**src/rtl/hdlc_afilt_pkg.sv**
```systemverilog
`timescale 1ns/1ps
package hdlc_afilt_pkg;

    typedef enum logic [1:0] {
        MODE_AUTO        = 2'b00,
        MODE_NONAUTO     = 2'b01,
        MODE_ARB_TRANSP  = 2'b10,
        MODE_EXT_TRANSP  = 2'b11
    } rx_mode_e;

    typedef logic [1:0] reg_id_t;

    localparam reg_id_t ID_NONE  = 2'b00;
    localparam reg_id_t ID_ONE   = 2'b01;
    localparam reg_id_t ID_TWO   = 2'b10;
    localparam reg_id_t ID_FIXED = 2'b11;

    localparam logic [7:0] FIXED_HI_A = 8'hFC;
    localparam logic [7:0] FIXED_HI_B = 8'hFE;

    typedef struct packed {
        logic    match;
        reg_id_t hi_id;
        reg_id_t lo_id;
        logic    auto_ok;
        logic    too_long;
    } frame_rpt_t;

    // Register 1 beats register 2, which beats the fixed values.
    function automatic reg_id_t pick_id(input logic [1:0] hits, input logic fixed_hit);
        if (hits[0])        return ID_ONE;
        else if (hits[1])   return ID_TWO;
        else if (fixed_hit) return ID_FIXED;
        else                return ID_NONE;
    endfunction

    function automatic logic is_bypass(input rx_mode_e m);
        return (m == MODE_ARB_TRANSP) || (m == MODE_EXT_TRANSP);
    endfunction

endpackage

```
**src/rtl/afilt_cmp.sv**
```systemverilog
`timescale 1ns/1ps
module afilt_cmp #(
    parameter int W = 8,
    parameter int N = 2
) (
    input  logic [W-1:0]        sample,
    input  logic [N-1:0][W-1:0] refs,
    output logic [N-1:0]        hits
);
    for (genvar g = 0; g < N; g++) begin : g_cmp
        assign hits[g] = (sample == refs[g]);
    end
endmodule

```
**src/rtl/afilt_len.sv**
```systemverilog
`timescale 1ns/1ps
module afilt_len #(
    parameter int LIM_W     = 7,
    parameter int UNIT_LOG2 = 5,
    parameter int CNT_W     = LIM_W + UNIT_LOG2 + 1
) (
    input  logic             clk,
    input  logic             rst,
    input  logic             step,
    input  logic             restart,
    input  logic             chk_en,
    input  logic [LIM_W-1:0] limit,
    output logic [CNT_W-1:0] pos,
    output logic [CNT_W-1:0] cnt_next,
    output logic             over
);
    logic [CNT_W-1:0] cnt_q;
    logic [CNT_W-1:0] max_bytes;

    assign pos       = restart ? '0 : cnt_q;
    assign cnt_next  = (&pos) ? pos : pos + CNT_W'(1);
    assign max_bytes = (CNT_W'(limit) + CNT_W'(1)) << UNIT_LOG2;
    assign over      = step && chk_en && (cnt_next > max_bytes);

    always_ff @(posedge clk) begin
        if (rst)       cnt_q <= '0;
        else if (step) cnt_q <= cnt_next;
    end
endmodule

```
**src/rtl/hdlc_addr_filter.sv**
```systemverilog
`timescale 1ns/1ps
module hdlc_addr_filter
    import hdlc_afilt_pkg::*;
#(
    parameter int DATA_W    = 8,
    parameter int LIM_W     = 7,
    parameter int UNIT_LOG2 = 5,
    parameter int N_REGS    = 2
) (
    input  logic              clk,
    input  logic              rst,
    input  logic              in_valid,
    input  logic [DATA_W-1:0] in_data,
    input  logic              in_sof,
    input  logic              in_eof,
    input  logic [1:0]        mode,
    input  logic              addr_2byte,
    input  logic [DATA_W-1:0] cmp_hi1,
    input  logic [DATA_W-1:0] cmp_hi2,
    input  logic [DATA_W-1:0] cmp_lo1,
    input  logic [DATA_W-1:0] cmp_lo2,
    input  logic              len_chk_en,
    input  logic [LIM_W-1:0]  len_limit,
    output logic              fwd_valid,
    output logic [DATA_W-1:0] fwd_data,
    output logic              rpt_valid,
    output logic              rpt_match,
    output logic [1:0]        rpt_hi_id,
    output logic [1:0]        rpt_lo_id,
    output logic              rpt_auto,
    output logic              rpt_too_long
);
    localparam int CNT_W = LIM_W + UNIT_LOG2 + 1;

    rx_mode_e   mode_e;
    logic       bypass;
    logic       frame_byte;
    logic       in_frame_q;
    reg_id_t    hi_q, lo_q;
    logic       cut_q;

    logic [N_REGS-1:0][DATA_W-1:0] hi_refs, lo_refs;
    logic [N_REGS-1:0]             hi_hits, lo_hits;
    logic                          fixed_hit;

    logic [CNT_W-1:0] pos, cnt_next, addr_len;
    logic             over;

    reg_id_t    hi_base, lo_base, hi_cur, lo_cur;
    logic       is_hi_pos, is_lo_pos;
    logic       addr_done, past_addr, addr_ok;
    frame_rpt_t rpt_cur, rpt_q;
    logic       fwd_n;

    assign mode_e     = rx_mode_e'(mode);
    assign bypass     = is_bypass(mode_e);
    assign frame_byte = in_valid && (in_sof || in_frame_q);

    assign hi_refs   = {cmp_hi2, cmp_hi1};
    assign lo_refs   = {cmp_lo2, cmp_lo1};
    assign fixed_hit = (in_data == DATA_W'(FIXED_HI_A)) || (in_data == DATA_W'(FIXED_HI_B));

    afilt_cmp #(.W(DATA_W), .N(N_REGS)) u_hi_cmp (
        .sample(in_data), .refs(hi_refs), .hits(hi_hits)
    );
    afilt_cmp #(.W(DATA_W), .N(N_REGS)) u_lo_cmp (
        .sample(in_data), .refs(lo_refs), .hits(lo_hits)
    );

    afilt_len #(.LIM_W(LIM_W), .UNIT_LOG2(UNIT_LOG2), .CNT_W(CNT_W)) u_len (
        .clk      (clk),
        .rst      (rst),
        .step     (frame_byte),
        .restart  (in_sof),
        .chk_en   (len_chk_en),
        .limit    (len_limit),
        .pos      (pos),
        .cnt_next (cnt_next),
        .over     (over)
    );

    // Address decode for the byte currently presented
    always_comb begin
        addr_len  = addr_2byte ? CNT_W'(2) : CNT_W'(1);
        is_hi_pos = addr_2byte && (pos == '0);
        is_lo_pos = addr_2byte ? (pos == CNT_W'(1)) : (pos == '0);
        hi_base   = in_sof ? ID_NONE : hi_q;
        lo_base   = in_sof ? ID_NONE : lo_q;
        hi_cur    = is_hi_pos ? pick_id(hi_hits[1:0], fixed_hit) : hi_base;
        lo_cur    = is_lo_pos ? pick_id(lo_hits[1:0], 1'b0) : lo_base;
        addr_done = (cnt_next >= addr_len);
        past_addr = (pos >= addr_len);
        addr_ok   = addr_2byte ? ((hi_cur != ID_NONE) && (lo_cur != ID_NONE))
                               : (lo_cur != ID_NONE);
    end

    // Routing and end-of-frame summary
    always_comb begin
        fwd_n = frame_byte && !over && (bypass || (past_addr && addr_ok));

        rpt_cur          = '0;
        rpt_cur.match    = bypass || (addr_done && addr_ok);
        rpt_cur.hi_id    = bypass ? ID_NONE : hi_cur;
        rpt_cur.lo_id    = bypass ? ID_NONE : lo_cur;
        rpt_cur.auto_ok  = (mode_e == MODE_AUTO) && addr_done &&
                           (addr_2byte ? ((hi_cur == ID_ONE) && (lo_cur == ID_ONE))
                                       : (lo_cur == ID_ONE));
        rpt_cur.too_long = (in_sof ? 1'b0 : cut_q) | over;
    end

    always_ff @(posedge clk) begin
        if (rst) begin
            in_frame_q <= 1'b0;
            hi_q       <= ID_NONE;
            lo_q       <= ID_NONE;
            cut_q      <= 1'b0;
            fwd_valid  <= 1'b0;
            fwd_data   <= '0;
            rpt_valid  <= 1'b0;
            rpt_q      <= '0;
        end else begin
            fwd_valid <= fwd_n;
            rpt_valid <= frame_byte && in_eof;
            if (fwd_n) fwd_data <= in_data;
            if (frame_byte) begin
                in_frame_q <= !in_eof;
                hi_q       <= hi_cur;
                lo_q       <= lo_cur;
                cut_q      <= rpt_cur.too_long;
                if (in_eof) rpt_q <= rpt_cur;
            end
        end
    end

    assign rpt_match    = rpt_valid && rpt_q.match;
    assign rpt_hi_id    = rpt_valid ? rpt_q.hi_id : 2'b00;
    assign rpt_lo_id    = rpt_valid ? rpt_q.lo_id : 2'b00;
    assign rpt_auto     = rpt_valid && rpt_q.auto_ok;
    assign rpt_too_long = rpt_valid && rpt_q.too_long;

endmodule

```
**config.mk**
```make
export PLATFORM = sky130hd
export DESIGN_NAME = hdlc_addr_filter
export DESIGN_NICKNAME = d
export VERILOG_FILES = /design/src/rtl/hdlc_afilt_pkg.sv /design/src/rtl/afilt_cmp.sv /design/src/rtl/afilt_len.sv /design/src/rtl/hdlc_addr_filter.sv
export SDC_FILE = /design/constraint.sdc
export NUM_CORES = 1
export LEC_CHECK = 0
export ABC_AREA = 1
export BUFFER_PORTS_ARGS = -buffer_cell sky130_fd_sc_hd__buf_2
export CAP_MARGIN = 20
export CORE_MARGIN = 2
export CORE_UTILIZATION = 30
export CTS_CLUSTER_SIZE = 30
export DETAILED_ROUTE_END_ITERATION = 6
export GPL_TIMING_DRIVEN = 0
export MAX_ROUTING_LAYER = met4
export PLACE_DENSITY = 0.48
export SYNTH_ARGS = -nofsm -noshare
export SYNTH_HDL_FRONTEND = slang
export SYNTH_SLANG_ARGS = --single-unit
```
**constraint.sdc**
```tcl
create_clock -name clk -period 4.9 [get_ports clk]
set_input_delay 0.49 -clock clk [delete_from_list [all_inputs] [get_ports clk]]
set_output_delay 0.49 -clock clk [all_outputs]
set_load 0.01 [all_outputs]
```
==> results.md <==
* Largest net degree at the start of global routing at 11
* Global-route wire length before repair at 15,100 microns
* XOR/XNOR Fraction of Synth Area at 0.0775
* Crit-path slowest cell: ha_1
* Hold Vio Cnt, Final at 0
* Synthesized flop and latch total at 36
* Setup TNS at 0 ns
* Lkg Pwr at 2.20 nW
* Routed Antenna Nets at 0
* Most used cell, CP: inv_1
* Row cnt at 38
* CTS max path bufs at 2
* Routed WL at 8980 microns
* Cell Area, Synth at 3280 sq um
* Gr usage total at 0.167
* Largest family of logic cells by synthesized area: simple AND/OR/NAND/NOR gates
* Maximum clock frequency at 0.278 GHz
* Fill cell count at 1,252
* Multiplexer area fraction after synthesis at 0
* H-tree depth at 2
* VDD IR max at 105 uV
* Clk sink count at 36
* Vias at 3,245
* Total grt overflow at 0
* WL/cell at 12.3 microns
* Simple-gate portion of the synthesized area at 0.411
* Final cell count without fillers at 733
* Post-synth top flop: dfxtp_1
* # IOs at 73
* Fin crit share at 0.733
* Asr flop ratio synth at 0
* CTS root buf: clkbuf_8
* Die Span Y at 109 microns
* CP Cell Sequence: buf_2, inv_2, buf_12, buf_12, nand2_4, inv_1, ha_1, nand3_1, nor2_2, nand2_4, a21oi_1, nand2_1, xor2_1, inv_1, ha_1, a21oi_1, nor2_1, nor2_1, nand2_1, nand2_2, o21ai_1, o21ai_1, inv_1
* Crit start category: input pin
* Leading area contributor after synthesis: dfxtp_1
* PortBufs at 69
* Critical Path AT at 3.78 ns
* Syn Nets at between 500 and 600
* GP Congestion at 0.851
* Min Tclk post-route at approximately 3.6 ns
* Die ar. at 11,800 sq um
* DR iter-0 viols at between 90 and 100
* Pins Over Slew Limit at 0
* Clk slew on worst S/H paths at 0.07 ns
* Starting Density at 0.305
* Critical path class: in -> reg
* Mapped Cells at between 500 and 600
* Area share of the largest cell type after synthesis at 0.220
* Syn Area/Cell at 6.34 sq um
* Number of synthesized flops with an enable pin at 0
* WP buf/inv at 7
* Final HPWL DP at about 7400 microns
* Worst Hold Class: reg -> reg
* Slew @ Worst Pin at approximately 0.56 ns
* Ratio of cells with drive above 1 in the final layout at 0.233
* Cells after DPL at roughly 730
* # setup viols final at 0
* Compound-Gate Fraction of Synth Area at 0.104
* Core Area at about 11,000 sq um
* Worst endpoint required time at 5.09 ns
* Worst-path maximum fanout at 10
* Outcome: completed
* Diodes inserted at 0
* CTS Hold Buffers Added at 0
* Number of global-route vias before repair at 3,123
* Count of different cell masters after synthesis at 40
* Initial antenna violation count at 0
* Final Skew at ~0.0084 ns
* Slowest stage delay, CP at 0.31 ns
* Sequential area share after synthesis at 0.220
* Resized cells post-CTS at 0
* Die width at 109 microns
* Top cells by area, synth: dfxtp_1 22%, nand2_1 14%, inv_1 11%, nor2_1 6.2%, xnor2_1 4.8%
* CTS tree: yes
* Layout net count at between 600 and 700
* Family with the most delay on the worst path: simple AND/OR/NAND/NOR gates
* Maxcap violations at 0
* Clk_lat worst skew at between 0.2 and 0.3 ns
* Vias per cell at between 4 and 5
* PwrDens at 205 nW/um^2
* CP endpoint kind: flop
* Adder-cell share of the synthesized area at 0.0458
* Post-CTS setup buffers at 0
* DRC Markers at 0
* TritonCTS Buffers at 5
* Area Growth Syn to Fin at 18.8%
* DRT Pass-1 Iters at 4
* Yosys warns at 0
* RSZ-0062 raised after global routing: false
* Slew headroom at 0.625
-- routing by layer --
metal / vias to the layer above / GRT usage / wire (microns)
met5: - / - / 0
met4: 0 / 0.0348 / 74
met3: 5 / 0.0181 / 210
met2: 45 / 0.281 / 4290
met1: 1441 / 0.218 / 4410
li1: 1754 / - / -
-- metrics by stage --
| step | utilization | cell area (sq um) | total power [mW] | worst slack, ns | hold WS (ns) |
|---|---|---|---|---|---|
| after CTS | 0.362 | 3890 | 0.806 | 1.28 | 0.457 |
| after global routing | 0.362 | 3890 | 0.850 | 0.998 | 0.479 |
| after global placement | 0.353 | 3800 | 0.562 | 1.00 | 0.443 |
| after detailed placement | 0.353 | 3800 | 0.565 | 0.977 | 0.443 |
| after floorplan | - | 3280 | 0.488 | 1.71 | 0.426 |
| final | 0.362 | 3890 | 0.798 | 1.31 | 0.456 |
-- tightest hold or removal path, cell delays in order (launching register included) --
cell and delay, ns:
dfxtp_1 0.31, nand2_1 0.06, nand2_1 0.04
-- sequential cells by signal, indices dropped and copies added, names as in the netlist --
name and flops:
u_len.cnt_q 13, fwd_data 8, rpt_q 7, hi_q 2, lo_q 2, cut_q 1, fwd_valid 1, in_frame_q 1
rpt_valid 1
-- cells in the final DEF (no fill, tap or decap), types with 18 or more instances in the layout --
| master | count |
|---|---|
| nand2_1 | 122 |
| a21oi_1 | 19 |
| buf_2 | 70 |
| xnor2_1 | 18 |
| o21ai_0 | 19 |
| inv_1 | 94 |
| dfxtp_1 | 36 |
| nand4_1 | 18 |
| nand3_1 | 24 |
| nor2_1 | 54 |
-- power breakdown --
part / switching [mW] / internal (mW) / total, mW
clock: 0.117 / 0.126 / 0.242
sequential: 0.0158 / 0.310 / 0.326
combinational: 0.138 / 0.0917 / 0.229
-- cells in the mapped netlist (all sizes together), types with 2 or more instances --
cell type    n
nand2      134
or2          3
clkbuf       9
inv        100
o21ai       28
dfxtp       36
nor4         2
nand4       19
nor3         4
buf          4
xor2        11
nand3       31
nor2        75
xnor2       18
a21oi       19
ha          12
a32o         3
o211ai       3
-- worst paths after layout --
kind / startpoint / to / slack (ns) / depth (start not counted)
max: in_sof / cut_q / 1.31 / 23
max reg2reg: u_len.cnt_q[0] / cut_q / 1.50 / 19
min reg2reg: rpt_q[1] / rpt_q[1] / 0.46 / 2
min: rpt_q[1] / rpt_q[1] / 0.46 / 2
-- kinds of logic after synthesis --
group / Yosys count
adders and majority gates: 12
DFF: 36
AOI/OAI and AO/OA: 56
and+or+nand+nor: 271
xor gates and xnor gates: 29
buffers and inverters: 113
-- layout make-up --
class                           count  area (sq um)  area share
Inverter                          100           375      0.0964
Tap cell                          140           175      0.0450
Multi-Input combinational cell    368          2090       0.537
Clock buffer                        7          96.3      0.0247
Timing Repair Buffer               69           345      0.0887
Sequential cell                    36           721       0.185
Buffer                             13          88.8      0.0228
Note: power is estimated with default switching activity, not from simulation.
